$ cat config.mk
export PLATFORM = sky130hd
export DESIGN_NAME = vit_acs_stage
export DESIGN_NICKNAME = d
export VERILOG_FILES = /design/src/rtl/vit_acs_pkg.sv /design/src/rtl/vit_bm_unit.sv /design/src/rtl/vit_acs2.sv /design/src/rtl/vit_butterfly.sv /design/src/rtl/vit_acs_stage.sv
export SDC_FILE = /design/constraint.sdc
export NUM_CORES = 1
export LEC_CHECK = 0
export BUFFER_PORTS_ARGS = -buffer_cell sky130_fd_sc_hd__buf_2
export CORE_MARGIN = 4
export CORE_UTILIZATION = 41
export DETAILED_ROUTE_END_ITERATION = 10
export PLACE_DENSITY = 0.69
export RECOVER_POWER = 25
export SLEW_MARGIN = 40
export SYNTH_ARGS = -nofsm -noshare
export SYNTH_HDL_FRONTEND = slang
export SYNTH_SLANG_ARGS = --single-unit
$ cat constraint.sdc
create_clock -name clk_i -period 2.2 [get_ports clk_i]
set_clock_uncertainty 0.1 [all_clocks]
set_input_delay 0.22 -clock clk_i [delete_from_list [all_inputs] [get_ports clk_i]]
set_output_delay 0.22 -clock clk_i [all_outputs]
set_load 0.02 [all_outputs]
$ cat src/rtl/vit_acs_pkg.sv
package vit_acs_pkg;

  localparam int unsigned NUM_STATES = 4;
  localparam int unsigned NUM_FLY    = NUM_STATES / 2;

  typedef enum logic {
    TRELLIS_FWD = 1'b0,
    TRELLIS_BWD = 1'b1
  } trellis_dir_e;

  // Branch label index {c0,c1} for the butterfly edge between candidate j
  // and target t of butterfly k; identical in both directions.
  function automatic int unsigned edge_code(int unsigned t, int unsigned k, int unsigned j);
    int unsigned c0;
    int unsigned c1;
    c0 = (t ^ k ^ j) & 1;
    c1 = (t ^ j) & 1;
    return c0 * 2 + c1;
  endfunction

endpackage

$ cat src/rtl/vit_bm_unit.sv
module vit_bm_unit import vit_acs_pkg::*; #(
  parameter int unsigned SOFT_W = 3,
  localparam int unsigned BM_W  = SOFT_W + 1
) (
  input  logic                                 clk_i,
  input  logic                                 rst_ni,
  input  logic [SOFT_W-1:0]                    sym0_i,
  input  logic [SOFT_W-1:0]                    sym1_i,
  output logic [NUM_STATES-1:0][BM_W-1:0]      bm_o
);

  localparam int unsigned FULL = (1 << SOFT_W) - 1;

  for (genvar c = 0; c < NUM_STATES; c++) begin : g_code
    localparam bit EXP0 = ((c >> 1) & 1) != 0;
    localparam bit EXP1 = (c & 1) != 0;
    logic [SOFT_W-1:0] dist0;
    logic [SOFT_W-1:0] dist1;
    assign dist0   = EXP0 ? ~sym0_i : sym0_i;
    assign dist1   = EXP1 ? ~sym1_i : sym1_i;
    assign bm_o[c] = BM_W'(dist0) + BM_W'(dist1);
  end

  // Opposite labels always sum to twice full scale
  p_bm_pair_r1: assert property (@(posedge clk_i) disable iff (!rst_ni)
    ((BM_W+1)'(bm_o[0]) + (BM_W+1)'(bm_o[3]) == (BM_W+1)'(2*FULL)) &&
    ((BM_W+1)'(bm_o[1]) + (BM_W+1)'(bm_o[2]) == (BM_W+1)'(2*FULL)));

endmodule

$ cat src/rtl/vit_acs2.sv
module vit_acs2 #(
  parameter int unsigned SM_W = 7,
  parameter int unsigned BM_W = 4
) (
  input  logic            clk_i,
  input  logic            rst_ni,
  input  logic [SM_W-1:0] metric_a_i,
  input  logic [BM_W-1:0] bm_a_i,
  input  logic [SM_W-1:0] metric_b_i,
  input  logic [BM_W-1:0] bm_b_i,
  output logic [SM_W-1:0] metric_o,
  output logic            dec_o
);

  logic [SM_W-1:0] sum_a;
  logic [SM_W-1:0] sum_b;
  logic [SM_W-1:0] diff;
  logic            take_b;

  assign sum_a  = metric_a_i + SM_W'(bm_a_i);
  assign sum_b  = metric_b_i + SM_W'(bm_b_i);
  // a - b positive and nonzero means b is smaller; ties keep a
  assign diff   = sum_a - sum_b;
  assign take_b = !diff[SM_W-1] && (diff != '0);

  assign metric_o = take_b ? sum_b : sum_a;
  assign dec_o    = take_b;

  logic [SM_W-1:0] loser;
  logic [SM_W-1:0] gap;
  assign loser = dec_o ? sum_a : sum_b;
  assign gap   = metric_o - loser;

  p_winner_min_r5: assert property (@(posedge clk_i) disable iff (!rst_ni)
    gap[SM_W-1] || (gap == '0));

  p_tie_low_r6: assert property (@(posedge clk_i) disable iff (!rst_ni)
    (sum_a == sum_b) |-> !dec_o);

endmodule

$ cat src/rtl/vit_butterfly.sv
module vit_butterfly import vit_acs_pkg::*; #(
  parameter int unsigned SM_W = 7,
  parameter int unsigned BM_W = 4,
  parameter int unsigned IDX  = 0
) (
  input  logic                             clk_i,
  input  logic                             rst_ni,
  input  logic [1:0][SM_W-1:0]             src_i,
  input  logic [NUM_STATES-1:0][BM_W-1:0]  bm_i,
  output logic [1:0][SM_W-1:0]             dst_o,
  output logic [1:0]                       dec_o
);

  for (genvar t = 0; t < 2; t++) begin : g_tgt
    localparam int unsigned CODE_A = edge_code(t, IDX, 0);
    localparam int unsigned CODE_B = edge_code(t, IDX, 1);

    vit_acs2 #(.SM_W(SM_W), .BM_W(BM_W)) u_acs (
      .clk_i     (clk_i),
      .rst_ni    (rst_ni),
      .metric_a_i(src_i[0]),
      .bm_a_i    (bm_i[CODE_A]),
      .metric_b_i(src_i[1]),
      .bm_b_i    (bm_i[CODE_B]),
      .metric_o  (dst_o[t]),
      .dec_o     (dec_o[t])
    );
  end

endmodule

$ cat src/rtl/vit_acs_stage.sv
module vit_acs_stage import vit_acs_pkg::*; #(
  parameter int unsigned  SOFT_W = 3,
  parameter int unsigned  SM_W   = 7,
  parameter trellis_dir_e DIR    = TRELLIS_FWD
) (
  input  logic                             clk_i,
  input  logic                             rst_ni,
  input  logic                             valid_i,
  input  logic [SOFT_W-1:0]                sym0_i,
  input  logic [SOFT_W-1:0]                sym1_i,
  input  logic [NUM_STATES-1:0][SM_W-1:0]  metric_i,
  output logic                             valid_o,
  output logic [NUM_STATES-1:0][SM_W-1:0]  metric_o,
  output logic [NUM_STATES-1:0]            decision_o
);

  localparam int unsigned BM_W = SOFT_W + 1;

  logic [NUM_STATES-1:0][BM_W-1:0] bm;
  logic [NUM_STATES-1:0][SM_W-1:0] nxt_metric;
  logic [NUM_STATES-1:0]           nxt_dec;

  vit_bm_unit #(.SOFT_W(SOFT_W)) u_bm (
    .clk_i (clk_i),
    .rst_ni(rst_ni),
    .sym0_i(sym0_i),
    .sym1_i(sym1_i),
    .bm_o  (bm)
  );

  for (genvar k = 0; k < NUM_FLY; k++) begin : g_fly
    logic [1:0][SM_W-1:0] fly_src;
    logic [1:0][SM_W-1:0] fly_dst;
    logic [1:0]           fly_dec;

    for (genvar j = 0; j < 2; j++) begin : g_wire
      if (DIR == TRELLIS_FWD) begin : g_fwd
        // sources 2k,2k+1 feed targets k,k+2
        assign fly_src[j]          = metric_i[2*k+j];
        assign nxt_metric[k+2*j]   = fly_dst[j];
        assign nxt_dec[k+2*j]      = fly_dec[j];
      end else begin : g_bwd
        // sources k,k+2 feed targets 2k,2k+1
        assign fly_src[j]          = metric_i[k+2*j];
        assign nxt_metric[2*k+j]   = fly_dst[j];
        assign nxt_dec[2*k+j]      = fly_dec[j];
      end
    end

    vit_butterfly #(.SM_W(SM_W), .BM_W(BM_W), .IDX(k)) u_fly (
      .clk_i (clk_i),
      .rst_ni(rst_ni),
      .src_i (fly_src),
      .bm_i  (bm),
      .dst_o (fly_dst),
      .dec_o (fly_dec)
    );
  end

  always_ff @(posedge clk_i or negedge rst_ni) begin
    if (!rst_ni) begin
      valid_o    <= 1'b0;
      metric_o   <= '0;
      decision_o <= '0;
    end else begin
      valid_o <= valid_i;
      if (valid_i) begin
        metric_o   <= nxt_metric;
        decision_o <= nxt_dec;
      end
    end
  end

  p_valid_lat_r7: assert property (@(posedge clk_i) disable iff (!rst_ni)
    valid_o == $past(valid_i));

  p_hold_idle_r8: assert property (@(posedge clk_i) disable iff (!rst_ni)
    !$past(valid_i) |-> ($stable(metric_o) && $stable(decision_o)));

endmodule

==> run metrics <==
commonest cells after routing, fill and taps aside=237 x buf_4, 66 x buf_2, 49 x inv_1, 46 x ha_1, 33 x dfrtp_1; Iteration-0 DRC Markers=371; total congestion overflow=0; final worst setup slack=-1.859 ns; IO buf count=69; hold endpoint=metric_o[8]; outcome=finished with violations; Async S/R FF share, synth=1.000; cell count after synthesis=585; Initial Utilization=0.4204; layout cell share with drive strength beyond 1=0.5559; final net count=1019; max-slew violation count=0; HPWL Detailed=13470 microns; Pre-antenna DRT Iters=5; flops & latches, synth=33; CORE AREA=12060 sq um; Synth area leader=dfrtp_1; IO Pins=70; All-Layer GR Usage=0.2419; Routed wire per std cell=18.07 microns; WP data required=2.30 ns; first-pass GRT wire length=28300 microns; Leak=4.147 nW; synth-to-layout area growth=72.39%; crit end category=flop; crit path max fanout=5; CTS buffer count=5; share of the synthesized area in the top cell type=0.1628; Root Buffer=clkbuf_16; DRT Wirelength=19350 microns; worst-margin pin slew=0.7573 ns; CTS tree=done; CP arrival=4.16 ns; Synth area leaders=dfrtp_1 16%, ha_1 16%, xnor2_1 7.6%; headroom to the max-slew limit=0.4951; Max clock buf depth=2; Clk pin slew, worst setup/hold paths=0.06 ns; crit path kind=in2reg; EDFF count, synth=0; WHS Path Cells=4; vias in the first global route=5893; final hold vios=0; pwr dens=1142 nW/um^2; library cells used by synthesis=79; minimum clock period=4.059 ns; H-tree depth=2; Hold Crit Start=valid_i; Die ar.=14210 sq um; clock latency on the worst-skew pair=0.27 ns; vias post-DR=5908; Ys Warns=0; fmax=0.2464 GHz; Hold Crit Class=in2reg; Critical R2R Capture=metric_o[27]; FF-to-FF path depth=2; Die H=119.2 microns; Tot Pwr=0.009984 W; Post-DRT Antenna Nets=0; minimum hold slack=0.3199 ns; clock tree sinks=33; Syn Nets=702; fin crit share=1.845; R2R Setup Slk=1.14 ns; maximum VDD drop=0.6107 mV; Final setup viols=32; Post-Syn Area=5071 sq um; largest net degree at the start of global routing=49; unrepaired setup endpoints after global routing=yes; failing checks=negative setup slack; crit start category=input pin; DRC Markers=0; Routability Congestion=0.9181; Max Cap Viol=0; Rows=40; top_reg_cell synth=dfrtp_1; RR Startpoint=metric_o[27]; Die W=119.2 microns; Seq/Total Area, Yosys=0.1628; most common cell after layout, fill and taps aside=buf_4; setup total negative slack=-54.18 ns; initial antenna violation count=0; Synth Area per Inst=8.669 sq um; Via density=5.516; ANT cells=0
-- cell families after synthesis --
family / after synthesis / share of synthesized area
fa+ha+maj: 80 / 0.2211
xor+xnor: 74 / 0.1364
simple gates: 142 / 0.1522
mux: 10 / 0.01999
compound gates: 168 / 0.2470
buf+inv: 78 / 0.06045
flops: 33 / 0.1628
-- cell type report --
cell class	count	area, sq um
Clock buffer	5	125.1
Clock inverter	3	17.52
Fill cell	760	3319
Inverter	63	259.0
Multi-Input combinational cell	475	4925
Sequential cell	33	825.8
Tap cell	168	210.2
Timing Repair Buffer	324	2380
-- how the worst max path moves through the flow --
| stage | startpoint | end | slack [ns] | cells past startpoint |
|---|---|---|---|---|
| after floorplan | sym1_i[0] | metric_o[3] | -1.77 | 15 |
| after global placement | sym1_i[0] | metric_o[5] | -2.12 | 19 |
| after detailed placement | sym1_i[0] | metric_o[1] | -2.20 | 19 |
| after CTS | sym1_i[0] | metric_o[3] | -1.79 | 18 |
| after global routing | sym0_i[0] | metric_o[3] | -1.98 | 18 |
| final | sym0_i[0] | metric_o[3] | -1.86 | 18 |
-- worst max-delay path, cell delays in order --
cell	delay, ns
buf_12	0.10
inv_8	0.04
ha_4	0.15
fa_1	0.52
inv_2	0.07
fa_2	0.55
inv_2	0.05
fa_2	0.39
inv_1	0.08
a21o_1	0.20
buf_6	0.13
a41oi_4	0.10
buf_6	0.14
a32o_2	0.27
a311oi_4	0.31
xor2_2	0.17
or4_1	0.48
a31oi_1	0.17
-- synth_stat cells (6+ instances only) --
| cell | number |
|---|---|
| a21oi_2 | 6 |
| nor2_1 | 28 |
| or3_1 | 7 |
| a21oi_1 | 26 |
| inv_1 | 62 |
| nand2b_1 | 7 |
| nor3_1 | 9 |
| nor2b_1 | 20 |
| dfrtp_1 | 33 |
| o21ai_0 | 17 |
| clkbuf_1 | 9 |
| a31oi_1 | 7 |
| mux2i_1 | 9 |
| o21bai_1 | 8 |
| or2_2 | 6 |
| xnor2_1 | 44 |
| nand2_1 | 30 |
| fa_1 | 16 |
| o21ai_1 | 17 |
| nand3_1 | 6 |
| ha_1 | 64 |
| o221ai_1 | 7 |
| a21o_1 | 20 |
| a211oi_1 | 7 |
| xor2_1 | 26 |
-- through the flow --
stage,instance area (sq um),util,setup WS [ns],instances
2_1_floorplan,5405,-,-1.773,585
3_3_place_gp,7405,0.6139,-2.125,1009
3_5_place_dp,7405,0.6139,-2.203,1009
4_1_cts,8210,0.6807,-1.786,1054
5_1_grt,8742,0.7248,-1.976,1071
6_report,8742,0.7248,-1.859,1071
-- per-layer routing --
layer  GRT usage  vias to the layer above  part of all wire  routed length, microns
li1            -                     2731                 -                       -
met1      0.2902                     2804              0.38                    7429
met2      0.4444                      274              0.51                    9931
met3     0.03134                       99             0.057                    1094
met4     0.07748                        0             0.046                     896
met5           0                        -                 0                       0
-- timing repair --
action | 4_1_cts | 5_1_grt
endpoints found under the setup margin | 32 | 32
cloned | 1 | 0
resized for setup | 73 | 69
pin swaps | 44 | 49
hold buffers | 1 | 0
setup buffers | 39 | 21
endpoints found under the hold margin | 33 | 0
-- where the power goes --
group          total [W]  internal, W  switching (W)  leakage (nW)
clock network   0.000690     0.000415       0.000275        0.0696
registers        0.00107     0.000904       0.000167         0.385
logic            0.00822      0.00409        0.00414          3.69
total            0.00998      0.00541        0.00458          4.15
-- state kept, by name, summed over array words and instances (netlist names) --
signal      cells
valid_o         1
metric_o       28
decision_o      4
(Power assumes the default switching activity.)
